$ cat src/rtl/prioIntPkg.sv
package prioIntPkg;

  // strobes from control to datapath
  typedef struct packed {
    logic captureVec;  // latch the winner index this cycle
    logic selHigh;     // take the winner from the high level
  } ctrlStrobe_t;

  // summary from datapath to control
  typedef struct packed {
    logic hiAny;       // some participating high-level source pending
    logic loAny;       // some participating low-level source pending
  } dpStatus_t;

endpackage

$ cat src/rtl/prioIntDatapath.sv
module prioIntDatapath
  import prioIntPkg::*;
#(
  parameter int NUM_SRC      = 6,
  parameter int FIRST_SHARED = 4,
  parameter int PRIO_W       = 8,
  parameter int VEC_W        = $clog2(NUM_SRC),
  parameter int SEL_W        = $clog2(PRIO_W),
  parameter int RAW_W        = NUM_SRC + (NUM_SRC - FIRST_SHARED)
) (
  input  logic               clk,
  input  logic               rstN,
  input  logic [RAW_W-1:0]   rawReq,
  input  logic [NUM_SRC-1:0] srcEnable,
  input  logic               globalEnable,
  input  logic               prioWrEn,
  input  logic [PRIO_W-1:0]  prioWrData,
  input  logic               prioBitWr,
  input  logic [SEL_W-1:0]   prioBitSel,
  input  logic               prioBitVal,
  input  ctrlStrobe_t        strobes,
  output dpStatus_t          status,
  output logic [PRIO_W-1:0]  prioRdData,
  output logic [VEC_W-1:0]   vecIndex
);

  localparam int RSV_W = PRIO_W - NUM_SRC;
  localparam logic [PRIO_W-1:0] LIVE_MASK = {{RSV_W{1'b0}}, {NUM_SRC{1'b1}}};

  logic [NUM_SRC-1:0] srcRaw;
  logic [NUM_SRC-1:0] srcLive;
  logic [NUM_SRC-1:0] prioLvl;
  logic [NUM_SRC-1:0] hiPend;
  logic [NUM_SRC-1:0] loPend;
  logic [VEC_W-1:0]   hiWin;
  logic [VEC_W-1:0]   loWin;

  // merge shared flag pairs into their source
  for (genvar g = 0; g < NUM_SRC; g++) begin : g_src
    if (g >= FIRST_SHARED) begin : g_pair
      assign srcRaw[g] = rawReq[g] | rawReq[NUM_SRC + g - FIRST_SHARED];
    end else begin : g_single
      assign srcRaw[g] = rawReq[g];
    end
  end

  assign srcLive = srcRaw & srcEnable & {NUM_SRC{globalEnable}};
  assign hiPend  = srcLive & prioLvl;
  assign loPend  = srcLive & ~prioLvl;

  function automatic logic [VEC_W-1:0] firstSet(input logic [NUM_SRC-1:0] v);
    logic [VEC_W-1:0] idx;
    idx = '0;
    for (int i = NUM_SRC - 1; i >= 0; i--) begin
      if (v[i]) idx = VEC_W'(i);
    end
    return idx;
  endfunction

  assign hiWin        = firstSet(hiPend);
  assign loWin        = firstSet(loPend);
  assign status.hiAny = |hiPend;
  assign status.loAny = |loPend;

  // priority level register, reserved bits are not stored
  always_ff @(posedge clk or negedge rstN) begin
    if (!rstN) begin
      prioLvl <= '0;
    end else if (prioWrEn) begin
      prioLvl <= prioWrData[NUM_SRC-1:0];
    end else if (prioBitWr && (int'(prioBitSel) < NUM_SRC)) begin
      prioLvl[prioBitSel] <= prioBitVal;
    end
  end

  assign prioRdData = {{RSV_W{1'b0}}, prioLvl};

  always_ff @(posedge clk or negedge rstN) begin
    if (!rstN) begin
      vecIndex <= '0;
    end else if (strobes.captureVec) begin
      vecIndex <= strobes.selHigh ? hiWin : loWin;
    end
  end


  vec_hold_chk: assert property (@(posedge clk) disable iff (!rstN)
    !strobes.captureVec |=> $stable(vecIndex));


  prio_write_chk: assert property (@(posedge clk) disable iff (!rstN)
    prioWrEn |=> prioRdData == ($past(prioWrData) & LIVE_MASK));


  vec_range_chk: assert property (@(posedge clk) disable iff (!rstN)
    int'(vecIndex) < NUM_SRC);

endmodule

$ cat src/rtl/prioIntControl.sv
module prioIntControl
  import prioIntPkg::*;
(
  input  logic        clk,
  input  logic        rstN,
  input  dpStatus_t   status,
  input  logic        intAck,
  input  logic        intRet,
  output ctrlStrobe_t strobes,
  output logic        intReq,
  output logic        hiInService,
  output logic        loInService
);

  logic hiGo;
  logic loGo;
  logic accept;
  logic ackHi;
  logic ackLo;
  logic retHi;
  logic retLo;

  assign hiGo   = status.hiAny & ~hiInService;
  assign loGo   = status.loAny & ~hiInService & ~loInService;
  assign intReq = hiGo | loGo;

  assign accept = intAck & intReq;
  assign ackHi  = accept & status.hiAny;
  assign ackLo  = accept & ~status.hiAny;
  assign retHi  = intRet & hiInService;
  assign retLo  = intRet & ~hiInService & loInService;

  assign strobes.captureVec = accept;
  assign strobes.selHigh    = status.hiAny;

  always_ff @(posedge clk or negedge rstN) begin
    if (!rstN) begin
      hiInService <= 1'b0;
      loInService <= 1'b0;
    end else begin
      hiInService <= (hiInService & ~retHi) | ackHi;
      loInService <= (loInService & ~retLo) | ackLo;
    end
  end


  hi_block_chk: assert property (@(posedge clk) disable iff (!rstN)
    hiInService |-> !intReq);


  ack_level_chk: assert property (@(posedge clk) disable iff (!rstN)
    (intAck && intReq && status.hiAny) |=> hiInService);


  ret_order_chk: assert property (@(posedge clk) disable iff (!rstN)
    (intRet && hiInService && !intAck) |=> (!hiInService && $stable(loInService)));


  lo_nest_chk: assert property (@(posedge clk) disable iff (!rstN)
    (loInService && !hiInService && !status.hiAny) |-> !intReq);

endmodule

$ cat src/rtl/prioIntCtrl.sv
module prioIntCtrl
  import prioIntPkg::*;
#(
  parameter int NUM_SRC      = 6,
  parameter int FIRST_SHARED = 4,
  parameter int PRIO_W       = 8,
  parameter int VEC_W        = $clog2(NUM_SRC),
  parameter int SEL_W        = $clog2(PRIO_W),
  parameter int RAW_W        = NUM_SRC + (NUM_SRC - FIRST_SHARED)
) (
  input  logic               clk,
  input  logic               rstN,
  input  logic [RAW_W-1:0]   rawReq,
  input  logic [NUM_SRC-1:0] srcEnable,
  input  logic               globalEnable,
  input  logic               prioWrEn,
  input  logic [PRIO_W-1:0]  prioWrData,
  input  logic               prioBitWr,
  input  logic [SEL_W-1:0]   prioBitSel,
  input  logic               prioBitVal,
  output logic [PRIO_W-1:0]  prioRdData,
  input  logic               intAck,
  input  logic               intRet,
  output logic               intReq,
  output logic [VEC_W-1:0]   vecIndex,
  output logic               hiInService,
  output logic               loInService
);

  ctrlStrobe_t strobes;
  dpStatus_t   status;

  prioIntDatapath #(
    .NUM_SRC(NUM_SRC), .FIRST_SHARED(FIRST_SHARED), .PRIO_W(PRIO_W),
    .VEC_W(VEC_W), .SEL_W(SEL_W), .RAW_W(RAW_W)
  ) u_dp (
    .clk(clk), .rstN(rstN), .rawReq(rawReq), .srcEnable(srcEnable),
    .globalEnable(globalEnable), .prioWrEn(prioWrEn), .prioWrData(prioWrData),
    .prioBitWr(prioBitWr), .prioBitSel(prioBitSel), .prioBitVal(prioBitVal),
    .strobes(strobes), .status(status), .prioRdData(prioRdData),
    .vecIndex(vecIndex)
  );

  prioIntControl u_ctl (
    .clk(clk), .rstN(rstN), .status(status), .intAck(intAck), .intRet(intRet),
    .strobes(strobes), .intReq(intReq), .hiInService(hiInService),
    .loInService(loInService)
  );

endmodule

$ cat config.mk
export PLATFORM = sky130hd
export DESIGN_NAME = prioIntCtrl
export DESIGN_NICKNAME = d
export VERILOG_FILES = /design/src/rtl/prioIntPkg.sv /design/src/rtl/prioIntDatapath.sv /design/src/rtl/prioIntControl.sv /design/src/rtl/prioIntCtrl.sv
export SDC_FILE = /design/constraint.sdc
export NUM_CORES = 1
export LEC_CHECK = 0
export BUFFER_PORTS_ARGS = -buffer_cell sky130_fd_sc_hd__buf_2
export CAP_MARGIN = 0
export CORE_ASPECT_RATIO = 1.2
export CORE_MARGIN = 2
export CORE_UTILIZATION = 40
export DETAILED_ROUTE_END_ITERATION = 8
export HOLD_SLACK_MARGIN = 0.03
export PLACE_DENSITY = 0.79
export SETUP_SLACK_MARGIN = 0.3
export SLEW_MARGIN = 10
export SYNTH_ARGS = -nofsm -noshare
export SYNTH_HDL_FRONTEND = slang
export SYNTH_HIERARCHICAL = 1
export SYNTH_SLANG_ARGS = --single-unit
$ cat constraint.sdc
create_clock -name clk -period 2.2 [get_ports clk]
set_clock_uncertainty 0.15 [all_clocks]
set_input_delay 0.44 -clock clk [delete_from_list [all_inputs] [get_ports clk]]
set_output_delay 0.44 -clock clk [all_outputs]
set_load 0.1 [all_outputs]
==> results of run 1 <==
[report_power, final]
part | switching [mW] | internal, mW
logic | 0.575 | 0.198
clock network | 0.0758 | 0.0705
registers | 0.0350 | 0.257
[worst reg2reg max path, stage by stage, from the launching register on]
cell	delay, ns
dfrtp_4	0.47
and4b_4	0.33
nand2b_4	0.12
or4_4	0.14
nand2b_4	0.06
buf_4	0.14
a211oi_4	0.31
nor2_1	0.07
a31oi_1	0.15
[cell usage after synthesis (all sizes together) (3+ instances only)]
cell     n  area, um^2
o21ai    7        35.0
nand4b   4        35.0
inv      3        11.3
nand2b   4        32.5
nand4    4        25.0
a21oi    3        15.0
buf      6        38.8
nand2   11        41.3
mux2i    7        70.1
dfrtp   11         275
a211oi   3        22.5
and4b    3        33.8
nand3    3        15.0
nor2     5        18.8
[state kept, by name (all words and copies together), names as in the netlist]
signal / flops
u_dp/prioLvl: 6
u_dp/vecIndex: 3
u_ctl/hiInService: 1
u_ctl/loInService: 1
[kinds of logic (layout without fill, tap and decap cells)]
family,count (synthesis),count (layout),synth area share
buf+inv,9,70,0.0596
other cells,1,2,0.00447
flops,11,11,0.328
simple gates,44,44,0.334
mux,7,7,0.0835
compound gates,23,23,0.191
[stage by stage]
step | util | std cells | total power [mW]
after floorplan | - | 96 | 0.864
after global placement | 0.593 | 170 | 0.997
after detailed placement | 0.593 | 170 | 1.01
after CTS | 0.638 | 177 | 1.21
after global routing | 0.640 | 177 | 1.27
final | 0.640 | 177 | 1.21
[timing repair]
action	4_1_cts	5_1_grt
buffers inserted	2	0
pin swaps	2	0
endpoints found under the hold margin	11	0
setup endpoints to repair	6	6
resized for setup	9	1
hold buffers	1	0
[per-layer routing]
| metal | global-route usage | wire length (um) | up-vias |
|---|---|---|---|
| met5 | 0 | 0 | - |
| met4 | 0.100 | 46 | 0 |
| met3 | 0.0470 | 123 | 5 |
| met2 | 0.437 | 1420 | 47 |
| met1 | 0.183 | 890 | 453 |
| li1 | - | - | 482 |
[area by class of cell]
cell class	count	area, um^2
fillers	181	731
clock buffers	4	26.3
well taps	20	25.0
flip-flops and latches	11	290
multi-input cells	76	556
inverters	3	11.3
repair buffers	63	388
[path summary, 6_finish.rpt]
kind / depth (start not counted) / start / to
worst max-delay path: 6 / u_dp/prioLvl[2]$_DFFE_PN0P_ / intReq
worst min-delay path: 2 / intRet / u_ctl/hiInService$_DFF_PN0_
worst max register to register: 8 / u_dp/prioLvl[2]$_DFFE_PN0P_ / u_dp/vecIndex[2]$_DFFE_PN0P_
worst min register to register: 2 / u_dp/vecIndex[1]$_DFFE_PN0P_ / u_dp/vecIndex[1]$_DFFE_PN0P_
max in group asynchronous: 2 / rstN / u_dp/prioLvl[0]$_DFFE_PN0P_
min in group asynchronous: 2 / rstN / u_dp/vecIndex[0]$_DFFE_PN0P_
==> results_dict.tcl, run 1 <==
set metrics [dict create \
    fp.dieW_um 45.8 \
    pre_cts_slack_ns -0.375 \
    cpPeakStageDelay_ns 0.51 \
    path_class "reg2out" \
    start_util 0.414 \
    setup_violations 1 \
    yosysWarnings 6 \
    peakVddDrop_mv 0.659 \
    dp_hpwl_um 1960 \
    ys_ff_latch 11 \
    run_status "finished with violations" \
    wl_per_cell_um 14.0 \
    yosysUniqueCellTypes 35 \
    required_ns 1.61 \
    place_area_um2 1200 \
    finish.instance_area_um2 1300 \
    hp-class "in2reg" \
    portBuffers 42 \
    die_area_um2 2480 \
    insertion_delay_ns 0.28 \
    routed_wl_um 2480 \
    syn_area_um2 840 \
    dr.pass1.iters 4 \
    drive_above_1_share 0.510 \
    fin_crit_ns 2.45 \
    arrival_ns 1.86 \
    die_h_um 54.2 \
    antenna_found_initial 0 \
    final.setup.tns_ns -0.248 \
    avgSynthCellArea_um2 8.84 \
    layout_common_cells "buf_2, buf_4, nand2_1" \
    antenna_left 0 \
    cts_buffer_depth 2 \
    numCtsBuffers 3 \
    grt_pass1_wl_um 3640 \
    io_pins 47 \
    p_per_area_nw_per_um2 935 \
    num_vias 987 \
    vias_per_cell 5.58 \
    violations "setup timing" \
    htreeDepth 1 \
    cts_tree "built" \
    timing_max_transition_violations_final 0 \
    max_freq_ghz 0.408 \
    crit_chain "and4b_4 > nand2b_4 > or4_4 > nand2b_4 > a21oi_4 > buf_12" \
    synth-async-reset-ratio 1.00 \
    end_kind "output port" \
    grt_overflow_total 0 \
    crit_fanout 2 \
    crit_path_frequent_cell "nand2b_4" \
    first_global_vias 921 \
    worst-path-buf-inv 1 \
    drtIter0Drc 16 \
    grtUsageTotal 0.212 \
    worst_slack_ns -0.248 \
    fin_nets 191 \
    hold-worst-slack_ns 0.207 \
    final_common_cell "buf_2" \
    core_area_um2 2030 \
    critPathLaunchType "flop" \
    synth_edf_count 0 \
    power_leakage_nw 0.632 \
    antenna_cells 0 \
    crit_slowest_cell "or4_4" \
    routabilityCongestion 0.799 \
    areaGrowthSynthToFinish_pct 54.4 \
    ys_seq_area_frac 0.328 \
    drcViolationCount 0 \
    cp_top_family "simple AND/OR/NAND/NOR gates" \
    clock-root-buffer "clkbuf_4" \
    clock-sinks 11 \
    clkTransAtPathRegs_ns 0.07 \
    grt_max_degree 13 \
    row_count 18 \
    reg2reg_slack_ns 0.19 \
    period_share 1.11 \
    rsz0062_at_grt "yes" \
    synth_cells 95 \
    hold_viol 0 \
    drv_cap 0 \
    synth-main-ff-cell "dfrtp_1" \
]
(Power assumes the default switching activity.)
==> inputs of run 2 (changes only) <==
--- a/config.mk
+++ b/config.mk
@@ -8,12 +8,12 @@
 export BUFFER_PORTS_ARGS = -buffer_cell sky130_fd_sc_hd__buf_2
 export CAP_MARGIN = 0
 export CORE_ASPECT_RATIO = 1.2
-export CORE_MARGIN = 2
 export CORE_UTILIZATION = 40
 export DETAILED_ROUTE_END_ITERATION = 8
 export HOLD_SLACK_MARGIN = 0.03
 export PLACE_DENSITY = 0.79
 export SETUP_SLACK_MARGIN = 0.3
+export SKIP_CTS_REPAIR_TIMING = 1
 export SLEW_MARGIN = 10
 export SYNTH_ARGS = -nofsm -noshare
 export SYNTH_HDL_FRONTEND = slang
==> constraint.sdc (replaced) <==
create_clock -name clk -period 2.8 [get_ports clk]
set_clock_uncertainty 0.15 [all_clocks]
set_input_delay 0.56 -clock clk [delete_from_list [all_inputs] [get_ports clk]]
set_output_delay 0.56 -clock clk [all_outputs]
set_load 0.1 [all_outputs]
==> run 2 against run 1 <==
  * Critical path type is now in2out
  * Critical path depth rose by 1
  * Clock power fell by 23%
  * Utilization fell by 3.3 points
  * The run ends with DRC left
  * Cell area fell by 10%
  * Largest cell class unchanged
==> results_dict.tcl, run 2 (same netlist as run 1, synthesis figures left out) <==
set metrics [dict create \
    antenna_found_initial 0 \
    clock-sinks 11 \
    fin_nets 175 \
    tightestPinTransition_ns 0.630 \
    violations "DRC" \
    first_global_vias 803 \
    io_pins 47 \
    reg2reg_depth 8 \
    run_status "finished with violations" \
    clkTransAtPathRegs_ns 0.07 \
    pwr-share-comb 0.625 \
    p_per_area_nw_per_um2 789 \
    clkPwrFrac 0.122 \
    min_to "u_ctl/hiInService$_DFF_PN0_" \
    cts_buffer_depth 2 \
    row_count 17 \
    required_ns 2.09 \
    switching_share 0.574 \
    num_vias 927 \
    antenna_cells 0 \
    dr.pass1.iters 6 \
    top_register "u_dp/prioLvl" \
    period_share 0.938 \
    core_area_um2 1910 \
    path_class "in2out" \
    max_freq_ghz 0.381 \
    fin_cells 160 \
    reg2reg_slack_ns 0.46 \
    drv_cap 0 \
    insertion_delay_ns 0.27 \
    final_common_cell "buf_2" \
    p_seq_frac 0.253 \
    end_kind "output port" \
    arrival_ns 1.92 \
    vias_per_cell 5.79 \
    timing_max_transition_violations_final 0 \
    critPathLaunchType "primary input" \
    wl_per_cell_um 13.4 \
    holdPathStages 2 \
    die_h_um 52.2 \
    hold_viol 0 \
    place_inst 153 \
    numCtsBuffers 3 \
    htreeDepth 1 \
    largest_reg_flops 6 \
    antenna_left 0 \
    crit_fanout 13 \
    rsz0062_at_grt "yes" \
    drcViolationCount 2 \
    fin_crit_ns 2.63 \
    power_leakage_nw 0.552 \
    grtUsageTotal 0.193 \
    reg2reg_from "u_dp/prioLvl[2]$_DFFE_PN0P_" \
    areaGrowthSynthToFinish_pct 38.3 \
    setup_violations 0 \
    routabilityCongestion 0.757 \
    layout_common_cells "buf_2, nand2_1, mux2i_1" \
    drive_above_1_share 0.440 \
    clock-root-buffer "clkbuf_4" \
    p_int_mw 0.391 \
    r2r-end "u_dp/vecIndex[0]$_DFFE_PN0P_" \
    die_area_um2 2290 \
    drtIter0Drc 25 \
    routed_wl_um 2150 \
    peakVddDrop_mv 0.383 \
    start_util 0.439 \
    cts_tree "built" \
    p_sw_mw 0.526 \
    final.setup.tns_ns 0 \
    max_slew_margin 0.577 \
    min_from "intRet" \
    grt_max_degree 14 \
    hp-class "in2reg" \
    dp_hpwl_um 1700 \
    portBuffers 42 \
    top_regs "u_dp/prioLvl x6, u_dp/vecIndex x3" \
    fp.dieW_um 43.8 \
    grt_overflow_total 0 \
    grt_pass1_wl_um 3220 \
    p_total_mw 0.917 \
]
==> run 2: cell count changes in the layout (fill, tap and decap cells not counted), sizes merged <==
| cell | change |
|---|---|
| buf | -16 |
==> run 2: power by group through the flow <==
| stage | sequential [mW] | combinational (mW) | clock [mW] |
|---|---|---|---|
| floorplan | 0.525 | 0.152 | 0 |
| global placement | 0.232 | 0.528 | 0 |
| detailed placement | 0.235 | 0.535 | 0 |
| CTS | 0.232 | 0.536 | 0.115 |
| global route | 0.240 | 0.597 | 0.120 |
| finish | 0.232 | 0.573 | 0.112 |
==> run 2: layout make-up <==
type	instances	area, um^2
Fill cell	182	753
Multi-Input combinational cell	76	541
Sequential cell	11	288
Timing Repair Buffer	47	272
Clock buffer	4	26.3
Tap cell	19	23.8
Inverter	3	11.3
==> run 2: worst max path at each step <==
stage / startpoint / to / slack, ns / cells past startpoint
floorplan: u_dp/prioLvl[2]$_DFFE_PN0P_ / intReq / 0.21 / 5
global placement: globalEnable / intReq / 0.005 / 7
detailed placement: globalEnable / intReq / -0.04 / 7
CTS: globalEnable / intReq / -0.04 / 7
global route: u_dp/prioLvl[2]$_DFFE_PN0P_ / intReq / 0.15 / 6
finish: globalEnable / intReq / 0.17 / 7
==> run 2: worst max-delay path: stages <==
cell and delay (ns):
buf_6 0.12, and4b_4 0.21, nand2b_4 0.15, or4_4 0.54, nand2b_4 0.10, a21oi_4 0.06
buf_12 0.17
==> run 2: per-stage QoR <==
step	instance area [um^2]	hold WS, ns	utilization	setup WS (ns)
final	1160	0.323	0.607	0.172
after global routing	1160	0.349	0.607	0.146
after CTS	1100	0.00143	0.576	-0.0421
after detailed placement	1080	0.297	0.563	-0.0383
after global placement	1080	0.290	0.563	0.00482
after floorplan	867	0.114	-	0.212
==> run 2: layer usage <==
metal	share of wire	vias up	GRT usage
met5	0	-	0
met2	0.51	48	0.358
li1	-	454	-
met4	0.023	0	0.104
met1	0.41	416	0.206
met3	0.055	9	0.0241
